==> src/rtl/jrs_pkg.sv <==
package jrs_pkg;
  // Q1.15 rate-correction ratio
  localparam int RATIO_W = 16;
  localparam int FRAC_W  = 15;

  typedef enum logic {
    SRC_DESC  = 1'b0,
    SRC_TABLE = 1'b1
  } cfg_src_e;
endpackage

==> src/rtl/jrs_cfg_table.sv <==
module jrs_cfg_table #(
  parameter int FLOW_N  = 16,
  parameter int FLOW_W  = 4,
  parameter int RATIO_W = 16
) (
  input  logic               clk,
  input  logic               rst_n,
  input  logic               wr_en,
  input  logic [FLOW_W-1:0]  wr_idx,
  input  logic [RATIO_W-1:0] wr_ratio,
  input  logic               wr_cor_en,
  input  logic [FLOW_W-1:0]  rd_idx,
  output logic [RATIO_W-1:0] rd_ratio,
  output logic               rd_cor_en
);
  logic [RATIO_W-1:0] ratio_q [FLOW_N];
  logic               en_q    [FLOW_N];

  for (genvar g = 0; g < FLOW_N; g++) begin : g_entry
    always_ff @(posedge clk or negedge rst_n) begin
      if (!rst_n) begin
        ratio_q[g] <= RATIO_W'(1) << (RATIO_W - 1);
        en_q[g]    <= 1'b0;
      end else if (wr_en && (32'(wr_idx) == g)) begin
        ratio_q[g] <= wr_ratio;
        en_q[g]    <= wr_cor_en;
      end
    end
  end

  always_comb begin
    rd_ratio  = '0;
    rd_cor_en = 1'b0;
    for (int i = 0; i < FLOW_N; i++) begin
      if (32'(rd_idx) == i) begin
        rd_ratio  = ratio_q[i];
        rd_cor_en = en_q[i];
      end
    end
  end
endmodule

==> src/rtl/jrs_delta_stage.sv <==
module jrs_delta_stage #(
  parameter int TS_W    = 32,
  parameter int DLY_W   = 32,
  parameter int FLOW_W  = 4,
  parameter int RATIO_W = 16
) (
  input  logic               clk,
  input  logic               rst_n,
  input  logic               i_valid,
  output logic               i_ready,
  input  logic               head_mode,
  input  logic               use_table,
  input  logic [FLOW_W-1:0]  i_flow,
  input  logic [TS_W-1:0]    i_send_ts,
  input  logic [TS_W-1:0]    i_rx_ts,
  input  logic [DLY_W-1:0]   i_acc,
  input  logic [RATIO_W-1:0] desc_ratio,
  input  logic               desc_cor_en,
  input  logic [RATIO_W-1:0] tbl_ratio,
  input  logic               tbl_cor_en,
  output logic               o_valid,
  input  logic               o_ready,
  output logic [FLOW_W-1:0]  o_flow,
  output logic [TS_W-1:0]    o_rx_ts,
  output logic [TS_W-1:0]    o_diff,
  output logic [DLY_W-1:0]   o_acc,
  output logic [RATIO_W-1:0] o_ratio,
  output logic               o_cor_en,
  output logic               o_bad,
  output logic               o_head
);
  logic [TS_W-1:0]    diff;
  logic [RATIO_W-1:0] sel_ratio;
  logic               sel_en;

  always_comb begin
    diff      = i_rx_ts - i_send_ts;
    sel_ratio = use_table ? tbl_ratio  : desc_ratio;
    sel_en    = use_table ? tbl_cor_en : desc_cor_en;
  end

  assign i_ready = !o_valid || o_ready;

  always_ff @(posedge clk or negedge rst_n) begin
    if (!rst_n) begin
      o_valid  <= 1'b0;
      o_flow   <= '0;
      o_rx_ts  <= '0;
      o_diff   <= '0;
      o_acc    <= '0;
      o_ratio  <= '0;
      o_cor_en <= 1'b0;
      o_bad    <= 1'b0;
      o_head   <= 1'b0;
    end else if (i_ready) begin
      o_valid <= i_valid;
      if (i_valid) begin
        o_flow   <= i_flow;
        o_rx_ts  <= i_rx_ts;
        o_diff   <= diff;
        o_acc    <= i_acc;
        o_ratio  <= sel_ratio;
        o_cor_en <= sel_en;
        o_bad    <= diff[TS_W-1] && !head_mode;
        o_head   <= head_mode;
      end
    end
  end
endmodule

==> src/rtl/jrs_scale_stage.sv <==
module jrs_scale_stage #(
  parameter int TS_W    = 32,
  parameter int DLY_W   = 32,
  parameter int FLOW_W  = 4,
  parameter int RATIO_W = 16,
  parameter int FRAC_W  = 15
) (
  input  logic               clk,
  input  logic               rst_n,
  input  logic               i_valid,
  output logic               i_ready,
  input  logic [FLOW_W-1:0]  i_flow,
  input  logic [TS_W-1:0]    i_rx_ts,
  input  logic [TS_W-1:0]    i_diff,
  input  logic [DLY_W-1:0]   i_acc,
  input  logic [RATIO_W-1:0] i_ratio,
  input  logic               i_cor_en,
  input  logic               i_bad,
  input  logic               i_head,
  output logic               o_valid,
  input  logic               o_ready,
  output logic [FLOW_W-1:0]  o_flow,
  output logic [TS_W-1:0]    o_rx_ts,
  output logic [TS_W:0]      o_scaled,
  output logic [DLY_W-1:0]   o_acc,
  output logic               o_bad,
  output logic               o_head
);
  localparam int PROD_W = TS_W + RATIO_W;
  localparam logic [PROD_W-1:0] HALF = PROD_W'(1) << (FRAC_W - 1);

  logic [PROD_W-1:0] prod;
  logic [TS_W:0]     scaled;
  logic              unused_lo;

  always_comb begin
    prod   = PROD_W'(i_diff) * PROD_W'(i_ratio) + HALF;
    scaled = i_cor_en ? prod[FRAC_W +: TS_W+1] : {1'b0, i_diff};
  end
  assign unused_lo = ^prod[FRAC_W-1:0];

  assign i_ready = !o_valid || o_ready;

  always_ff @(posedge clk or negedge rst_n) begin
    if (!rst_n) begin
      o_valid  <= 1'b0;
      o_flow   <= '0;
      o_rx_ts  <= '0;
      o_scaled <= '0;
      o_acc    <= '0;
      o_bad    <= 1'b0;
      o_head   <= 1'b0;
    end else if (i_ready) begin
      o_valid <= i_valid;
      if (i_valid) begin
        o_flow   <= i_flow;
        o_rx_ts  <= i_rx_ts;
        o_scaled <= scaled;
        o_acc    <= i_acc;
        o_bad    <= i_bad;
        o_head   <= i_head;
      end
    end
  end
endmodule

==> src/rtl/jrs_accum_stage.sv <==
module jrs_accum_stage #(
  parameter int TS_W   = 32,
  parameter int DLY_W  = 32,
  parameter int FLOW_W = 4
) (
  input  logic              clk,
  input  logic              rst_n,
  input  logic              i_valid,
  output logic              i_ready,
  input  logic [FLOW_W-1:0] i_flow,
  input  logic [TS_W-1:0]   i_rx_ts,
  input  logic [TS_W:0]     i_scaled,
  input  logic [DLY_W-1:0]  i_acc,
  input  logic              i_bad,
  input  logic              i_head,
  output logic              o_valid,
  input  logic              o_ready,
  output logic [FLOW_W-1:0] o_flow,
  output logic [TS_W-1:0]   o_rx_ts,
  output logic [DLY_W-1:0]  o_acc,
  output logic              o_bad
);
  localparam int WIDE_W = (DLY_W > TS_W + 1) ? DLY_W : TS_W + 1;
  localparam int SUM_W  = WIDE_W + 1;
  localparam logic [SUM_W-1:0] DLY_MAX = SUM_W'({DLY_W{1'b1}});

  logic [SUM_W-1:0] sum;
  logic [DLY_W-1:0] next_acc;

  always_comb begin
    sum = SUM_W'(i_acc) + SUM_W'(i_scaled);
    if (i_head)
      next_acc = '0;
    else if (i_bad)
      next_acc = i_acc;
    else if (sum > DLY_MAX)
      next_acc = {DLY_W{1'b1}};
    else
      next_acc = sum[DLY_W-1:0];
  end

  assign i_ready = !o_valid || o_ready;

  always_ff @(posedge clk or negedge rst_n) begin
    if (!rst_n) begin
      o_valid <= 1'b0;
      o_flow  <= '0;
      o_rx_ts <= '0;
      o_acc   <= '0;
      o_bad   <= 1'b0;
    end else if (i_ready) begin
      o_valid <= i_valid;
      if (i_valid) begin
        o_flow  <= i_flow;
        o_rx_ts <= i_rx_ts;
        o_acc   <= next_acc;
        o_bad   <= i_bad;
      end
    end
  end
endmodule

==> src/rtl/jrs_ingress_stamper.sv <==
module jrs_ingress_stamper #(
  parameter int TS_W   = 32,
  parameter int DLY_W  = 32,
  parameter int FLOW_N = 16,
  localparam int FLOW_W  = (FLOW_N > 1) ? $clog2(FLOW_N) : 1,
  localparam int RATIO_W = jrs_pkg::RATIO_W
) (
  input  logic               clk,
  input  logic               rst_n,
  input  logic               cfg_head,
  input  logic               cfg_src_table,
  input  logic               cfg_wr_en,
  input  logic [FLOW_W-1:0]  cfg_wr_idx,
  input  logic [RATIO_W-1:0] cfg_wr_ratio,
  input  logic               cfg_wr_cor_en,
  input  logic               in_valid,
  output logic               in_ready,
  input  logic [FLOW_W-1:0]  in_flow,
  input  logic [TS_W-1:0]    in_send_ts,
  input  logic [TS_W-1:0]    in_rx_ts,
  input  logic [DLY_W-1:0]   in_acc_dly,
  input  logic [RATIO_W-1:0] in_ratio,
  input  logic               in_cor_en,
  output logic               out_valid,
  input  logic               out_ready,
  output logic [FLOW_W-1:0]  out_flow,
  output logic [TS_W-1:0]    out_rx_ts,
  output logic [DLY_W-1:0]   out_acc_dly,
  output logic               out_bad
);
  jrs_pkg::cfg_src_e src_mode;
  logic              use_table;
  logic [RATIO_W-1:0] tbl_ratio;
  logic               tbl_cor_en;

  assign src_mode  = jrs_pkg::cfg_src_e'(cfg_src_table);
  assign use_table = (src_mode == jrs_pkg::SRC_TABLE);

  // stage 1 -> stage 2
  logic               s1_valid, s1_ready;
  logic [FLOW_W-1:0]  s1_flow;
  logic [TS_W-1:0]    s1_rx_ts, s1_diff;
  logic [DLY_W-1:0]   s1_acc;
  logic [RATIO_W-1:0] s1_ratio;
  logic               s1_cor_en, s1_bad, s1_head;

  // stage 2 -> stage 3
  logic               s2_valid, s2_ready;
  logic [FLOW_W-1:0]  s2_flow;
  logic [TS_W-1:0]    s2_rx_ts;
  logic [TS_W:0]      s2_scaled;
  logic [DLY_W-1:0]   s2_acc;
  logic               s2_bad, s2_head;

  jrs_cfg_table #(.FLOW_N(FLOW_N), .FLOW_W(FLOW_W), .RATIO_W(RATIO_W)) u_table (
    .clk(clk), .rst_n(rst_n),
    .wr_en(cfg_wr_en), .wr_idx(cfg_wr_idx), .wr_ratio(cfg_wr_ratio),
    .wr_cor_en(cfg_wr_cor_en),
    .rd_idx(in_flow), .rd_ratio(tbl_ratio), .rd_cor_en(tbl_cor_en)
  );

  jrs_delta_stage #(.TS_W(TS_W), .DLY_W(DLY_W), .FLOW_W(FLOW_W), .RATIO_W(RATIO_W)) u_delta (
    .clk(clk), .rst_n(rst_n),
    .i_valid(in_valid), .i_ready(in_ready),
    .head_mode(cfg_head), .use_table(use_table),
    .i_flow(in_flow), .i_send_ts(in_send_ts), .i_rx_ts(in_rx_ts), .i_acc(in_acc_dly),
    .desc_ratio(in_ratio), .desc_cor_en(in_cor_en),
    .tbl_ratio(tbl_ratio), .tbl_cor_en(tbl_cor_en),
    .o_valid(s1_valid), .o_ready(s1_ready),
    .o_flow(s1_flow), .o_rx_ts(s1_rx_ts), .o_diff(s1_diff), .o_acc(s1_acc),
    .o_ratio(s1_ratio), .o_cor_en(s1_cor_en), .o_bad(s1_bad), .o_head(s1_head)
  );

  jrs_scale_stage #(.TS_W(TS_W), .DLY_W(DLY_W), .FLOW_W(FLOW_W), .RATIO_W(RATIO_W),
                    .FRAC_W(jrs_pkg::FRAC_W)) u_scale (
    .clk(clk), .rst_n(rst_n),
    .i_valid(s1_valid), .i_ready(s1_ready),
    .i_flow(s1_flow), .i_rx_ts(s1_rx_ts), .i_diff(s1_diff), .i_acc(s1_acc),
    .i_ratio(s1_ratio), .i_cor_en(s1_cor_en), .i_bad(s1_bad), .i_head(s1_head),
    .o_valid(s2_valid), .o_ready(s2_ready),
    .o_flow(s2_flow), .o_rx_ts(s2_rx_ts), .o_scaled(s2_scaled), .o_acc(s2_acc),
    .o_bad(s2_bad), .o_head(s2_head)
  );

  jrs_accum_stage #(.TS_W(TS_W), .DLY_W(DLY_W), .FLOW_W(FLOW_W)) u_accum (
    .clk(clk), .rst_n(rst_n),
    .i_valid(s2_valid), .i_ready(s2_ready),
    .i_flow(s2_flow), .i_rx_ts(s2_rx_ts), .i_scaled(s2_scaled), .i_acc(s2_acc),
    .i_bad(s2_bad), .i_head(s2_head),
    .o_valid(out_valid), .o_ready(out_ready),
    .o_flow(out_flow), .o_rx_ts(out_rx_ts), .o_acc(out_acc_dly), .o_bad(out_bad)
  );
endmodule

==> config.mk <==
export PLATFORM = sky130hd
export DESIGN_NAME = jrs_ingress_stamper
export DESIGN_NICKNAME = d
export VERILOG_FILES = /design/src/rtl/jrs_pkg.sv /design/src/rtl/jrs_cfg_table.sv /design/src/rtl/jrs_delta_stage.sv /design/src/rtl/jrs_scale_stage.sv /design/src/rtl/jrs_accum_stage.sv /design/src/rtl/jrs_ingress_stamper.sv
export SDC_FILE = /design/constraint.sdc
export NUM_CORES = 2
export LEC_CHECK = 0
export CORE_MARGIN = 3
export CORE_UTILIZATION = 40
export CTS_BUF_LIST = sky130_fd_sc_hd__clkbuf_8
export CTS_CLUSTER_DIAMETER = 30
export DETAILED_ROUTE_END_ITERATION = 8
export DONT_BUFFER_PORTS = 1
export PLACE_DENSITY = 0.55
export SKIP_CTS_REPAIR_TIMING = 1
export SYNTH_ARGS = -nofsm -noshare
export SYNTH_HDL_FRONTEND = slang
export SYNTH_HIERARCHICAL = 1
export SYNTH_SLANG_ARGS = --single-unit
==> constraint.sdc <==
create_clock -name clk -period 5.7 [get_ports clk]
set_clock_uncertainty 0.15 [all_clocks]
set_input_delay 0 -clock clk [delete_from_list [all_inputs] [get_ports clk]]
set_output_delay 0 -clock clk [all_outputs]
set_load 0.03 [all_outputs]
---- After elaboration in Yosys (flattened, before gate mapping) ----
Index checks and enable logic that the tools add are counted.
word-level totals
  register bits after elaboration ......... 566
  output and inout bits ................... 71
  logic and storage cells ................. 155
  bits of input ports ..................... 145
cells by class
  muxes and demuxes ....................... 38
  $add $sub $neg .......................... 3
  reduce and logical (&&, ||, !) cells .... 29
  $mul .................................... 1
  eq/ne operators ......................... 30
  order comparisons ....................... 1
operators by type and width
  operator                  count
  $mux W16                  17
  $mux W32                  3
  $eq A4 B4 Y1 const B      16
  $add A48 B15 Y48 const B  1
  $mul A32 B16 Y48          1
  $add A32 B33 Y34          1
  $gt A34 B32 Y1 const B    1
  $mux W33                  1
  $eq A4 B3 Y1 const B      8
  $sub A32 B32 Y32          1
  $logic_and A1 B1 Y1       17
  $mux W1                   17
  $eq A4 B2 Y1 const B      4
  $eq A4 B1 Y1 const B      2
  $logic_not A4 Y1          2
  $reduce_and A2 Y1         3
  $logic_not A1 Y1          4
  $logic_or A1 B1 Y1        3

---- Depth between registers and ports, before layout ----
  depth after elaboration ................. 18
  gate-level depth with buffers ........... 25
  depth with buffers taken out ............ 23

---- Cells and area by module ----
Netlist, hierarchy kept.
by module, submodules not included
  module           cells each  sequential area each (um2)  instances  area an instance (um2)
  jrs_scale_stage  2398        2602.5                      1          20709.9
  jrs_cfg_table    991         6826.5                      1          12933.7
  jrs_delta_stage  765         3002.9                      1          6470.0
  jrs_accum_stage  473         1751.7                      1          4754.6

---- Worst setup path after synthesis ----
No wires, ideal clock.
  path kind ............................... reg-to-reg
  from .................................... register u_delta.o_diff[26]
  to ...................................... register u_scale.o_scaled[30]
  arrival ................................. 5.963 ns
  clock period less this slack ............ 6.245 ns
  required time ........................... 5.419 ns
  path buffers ............................ 2
  setup slack ............................. -0.545 ns
  stages on the path, launching flop included .. 22
  library setup time ...................... 0.131 ns
  cells stage by stage .................... dfrtp_1 > clkbuf_1 > nand2_1 > fa_1 > fa_1 > fa_1 > inv_1 > fa_1 > fa_1 > inv_1 > fa_1 > inv_1 > ha_1 > buf_2 > a21o_1 > a21o_1 > a221oi_2 > nor4b_2 > nor4_2 > o21a_1 > o21ai_0 > or3b_1
between the ends
  word-level cells in the longest chain between the ends .. 3
RTL lines
  item                    RTL line               RTL
  start, declared         jrs_delta_stage.sv:25  output logic [TS_W-1:0] o_diff,
  start signal, assigned  jrs_delta_stage.sv:60  o_diff <= diff;
  $mul A32 B16 Y48        jrs_scale_stage.sv:37  prod = PROD_W'(i_diff) * PROD_W'(i_ratio) + HALF;
  $add A48 B15 Y48        jrs_scale_stage.sv:37
  $mux W33                jrs_scale_stage.sv:38  scaled = i_cor_en ? prod[FRAC_W +: TS_W+1] : {1'b0, i_diff};
  end signal, assigned    jrs_scale_stage.sv:58  o_scaled <= scaled;
  end, declared           jrs_scale_stage.sv:24  output logic [TS_W:0] o_scaled,
No other way between the ends.
A chain may end at the register's enable or synchronous reset.

---- Worst setup path after layout ----
  from .................................... register u_delta.o_diff[5]
  to ...................................... register u_scale.o_scaled[30]
The elaborated chain is that of the path after synthesis.

==> summary.md <==
| Metric | Value |
|---|---|
| I/O Pins | `216` |
| CP delay by family, top | `adder cells` |
| Slowest CP cell | `fa_1` |
| Port-buffer cells | `0` |
| Initial antenna violation count | `10` |
| P&R area growth vs syn | `25.7%` |
| Top Metal Used | `met5` |
| Asr flop ratio synth | `100%` |
| Metal3 WL | `5940 um` |
| Ys Warns | `6` |
| Via Count | `35300` |
| Seq/Total Area, Yosys | `31.6%` |
| Number of DRC markers in iteration 0 | `2460` |
| Number of flops mapped to enable cells by yosys | `0` |
| Fillers | `10100` |
| M1 WL | `61800 um` |
| R2R Path Start | `u_delta/o_diff[5]$_DFFE_PN0P_` |
| Avg Cell Area, Syn | `9.70 um2` |
| Endpoints failing setup | `31` |
| Total wire length | `138000 um` |
| Initial core utilization | `40.4%` |
| Final hold violations | `3` |
| Hold_sp | `in_valid` |
| Critical Path Most Common Cell | `fa_1` |
| Pre-CTS WS | `-0.997 ns` |
| Final #Nets | `5906` |
| Post-detail-place hpwl | `96900 um` |
| Antenna-violating nets left | `0` |
| Critical path buffer and inverter count | `6` |
| Critical setup path kind | `reg -> reg` |
| Worst setup SP type | `flip-flop` |
| Max Root-Sink Buffers | `3` |
| Synth Register Bits | `566` |
| Hold Crit Class | `in -> reg` |
| RSZ-0062 raised after global routing | `true` |
| Crit. Startpoint | `u_delta/o_diff[5]$_DFFE_PN0P_` |
| Met2 wire length | `67600 um` |
| Layout cells sized above 1 | `19.3%` |
| Max_slew headroom | `5.77%` |
| CTS buffer count | `152` |
| Post-synthesis cell count | `4627` |
| Core area | `111000 um2` |
| Clock-pin slew on the worst setup and hold paths | `0.06 ns` |
| Top_reg_cell synth | `dfrtp_1` |
| Grt ovf | `0` |
| Failing checks | `hold timing, setup timing` |
| Vias in the first global route | `35300` |
| Syn nets | `5398` |
| Worst skew pair latency | `0.83 ns` |
| Worst Tran Pin Value | `1.41 ns` |
| Mapped Area | `44900 um2` |
| Largest net degree at the start of global routing | `567` |
| Pre-antenna DRT Iters | `5` |
| GRT Total Usage | `22.9%` |
| Number of H-tree levels | `4` |
| Final WS setup | `-0.703 ns` |
| Max Slew Vio Count | `0` |
| DR vias/cell | `5.22` |
| F_max | `0.156 GHz` |
| Critical Path Sink Type | `flip-flop` |
| Cell Chain, Critical Path | `buf_12 > and2_4 > fa_1 > inv_2 > fa_1 > inv_1 > fa_1 > fa_1 > fa_1 > inv_1 > fa_1 > inv_2 > ha_4 > a21oi_2 > o21ai_2 > a32oi_4 > a211oi_4 > buf_6 > nor4b_4 > nor4_4 > o21a_1 > o21ai_1 > or3b_1` |
| Crit path time final | `6.40 ns` |
| Final hold slack | `-0.0311 ns` |
| Largest stage delay, worst path | `0.55 ns` |
| Num Clock Sinks | `566` |
| Max FO, Critical Path | `6` |
| CTS tree | `done` |
| Row Count | `122` |
| Gpl congestion | `0.873` |
| Max Cap Viol | `0` |
| Clock root cell | `clkbuf_8` |
| Die area | `116000 um2` |
| Finished Core Util | `50.8%` |
| DR DRC count | `0` |
| Fin crit share | `112%` |
| Drt wl/cell | `20.5 um` |
| Die height | `341 um` |
| First-pass GRT wire length | `207000 um` |
| Required time worst endpoint | `6.23 ns` |
| Synth cell types | `101` |
| Outcome | `finished, violations left` |
| Arr. time, crit path | `6.94 ns` |
| Die X-Extent | `341 um` |
## synthesized netlist by cell type, types with 16 or more instances
| cell type | count | area (um2) |
|---|---|---|
| a21oi_1 | 144 | 721 |
| o21ai_0 | 128 | 641 |
| nand3_1 | 44 | 220 |
| nor2_1 | 92 | 345 |
| xnor2_1 | 37 | 324 |
| and3_1 | 16 | 100 |
| fa_1 | 420 | 8410 |
| xor2_1 | 43 | 377 |
| o211ai_1 | 21 | 158 |
| nor2b_1 | 31 | 194 |
| o221ai_2 | 30 | 450 |
| ha_1 | 206 | 2580 |
| clkbuf_1 | 203 | 762 |
| nor3_1 | 16 | 80.1 |
| a21o_1 | 60 | 450 |
| nand2b_1 | 33 | 206 |
| mux2i_1 | 72 | 721 |
| a31oi_1 | 32 | 200 |
| mux2_1 | 163 | 1840 |
| buf_2 | 40 | 200 |
| and2_1 | 237 | 1480 |
| nand2_1 | 924 | 3470 |
| o22ai_1 | 37 | 231 |
| dfrtp_1 | 550 | 13800 |
| nand4_1 | 23 | 144 |
| mux2_2 | 161 | 1810 |
| inv_1 | 562 | 2110 |
| a211o_1 | 16 | 140 |
| dfstp_2 | 16 | 420 |
## layout make-up
| cell class | count | area, um2 | share of cell area (%) |
|---|---|---|---|
| Timing Repair Buffer | 622 | 6160 | 10.9 |
| Tap cell | 1488 | 1860 | 3.30 |
| Antenna cell | 7 | 17.5 | 0.0311 |
| Multi-Input combinational cell | 3228 | 28300 | 50.1 |
| Clock buffer | 177 | 2440 | 4.32 |
| Inverter | 565 | 2120 | 3.76 |
| Sequential cell | 566 | 14200 | 25.2 |
| Clock inverter | 102 | 1330 | 2.37 |
## cell usage in the layout, fill, tap and decap left out, drive strengths merged, types with 26 or more instances in the layout
| cell | synthesis | routed |
|---|---|---|
| o22ai | 37 | 37 |
| nand3 | 44 | 44 |
| xnor2 | 37 | 37 |
| xor2 | 43 | 43 |
| nor2 | 93 | 93 |
| clkbuf | 204 | 181 |
| bufinv | 0 | 26 |
| o21ai | 137 | 137 |
| inv | 564 | 587 |
| mux2 | 324 | 324 |
| mux2i | 72 | 72 |
| nand2b | 33 | 33 |
| buf | 64 | 335 |
| o221ai | 43 | 43 |
| nand2 | 925 | 925 |
| a21o | 60 | 60 |
| nor2b | 31 | 31 |
| a21oi | 149 | 149 |
| clkinv | 1 | 37 |
| ha | 206 | 206 |
| a31oi | 32 | 32 |
| fa | 420 | 420 |
| and2 | 239 | 239 |
| dlygate4sd3 | 0 | 283 |
| dfrtp | 550 | 550 |
## state kept, by name (all words and copies together), names as in the netlist, 4 cells and up
name	cells
u_delta/o_flow	4
u_accum/o_flow	4
u_accum/o_rx_ts	32
u_delta/o_diff	32
u_scale/o_rx_ts	32
u_delta/o_rx_ts	32
u_table/en_q	16
u_scale/o_acc	32
u_accum/o_acc	32
u_table/ratio_q	256
u_scale/o_flow	4
u_scale/o_scaled	33
u_delta/o_acc	32
u_delta/o_ratio	16
## routing by layer
metal  track usage (%)  vias up
li1                  -    16200
met5                 0        -
met3              3.90      204
met1              31.1    18000
met2              37.7      837
met4              6.44        4
## logic make-up (layout without fill, tap and decap cells)
family / count (synthesis) / after routing / share of synthesized area (%)
AND/OR/NAND/NOR: 1476 / 1476 / 15.0
buffers and inverters: 833 / 1466 / 7.22
AO/OA/AOI/OAI: 648 / 648 / 10.3
adder cells (fa/ha/maj): 626 / 626 / 24.5
flip-flops: 566 / 566 / 31.6
multiplexers: 398 / 398 / 9.84
XOR/XNOR: 80 / 80 / 1.56
other: 0 / 7 / 0
## metrics by stage
stage	setup TNS (ns)	area (um2)	hold WS (ns)	std cells
floorplan	-2.48	45100	-0.446	4627
global placement	-20.25	48600	-0.434	6149
detailed placement	-21.81	48600	-0.435	6149
CTS	-22.89	52300	-1.36	6428
global route	-22.83	56400	0.0233	6755
finish	-15.23	56400	-0.0311	6755
## worst paths after layout
check / endpoint / slack (ns) / cells after the start
max in group asynchronous: u_delta/o_ratio[10]$_DFFE_PN0P_ / 2.84 / 5
max: u_scale/o_scaled[30]$_DFFE_PN0P_ / -0.70 / 23
min reg2reg: u_scale/o_acc[31]$_DFFE_PN0P_ / 0.29 / 2
max reg2reg: u_scale/o_scaled[30]$_DFFE_PN0P_ / -0.70 / 23
min: u_delta/o_diff[26]$_DFFE_PN0P_ / -0.03 / 3
min in group asynchronous: u_delta/o_acc[2]$_DFFE_PN0P_ / 0.32 / 4
## tightest hold or removal path: cells and delay by family
kind	cells	cell delay [ns]
simple gates	2	0.77
compound gates	1	0.06
Power is left out: the tool's default activity adds up to more than one toggle a clock period on the data nets, which glitch-free logic cannot reach.
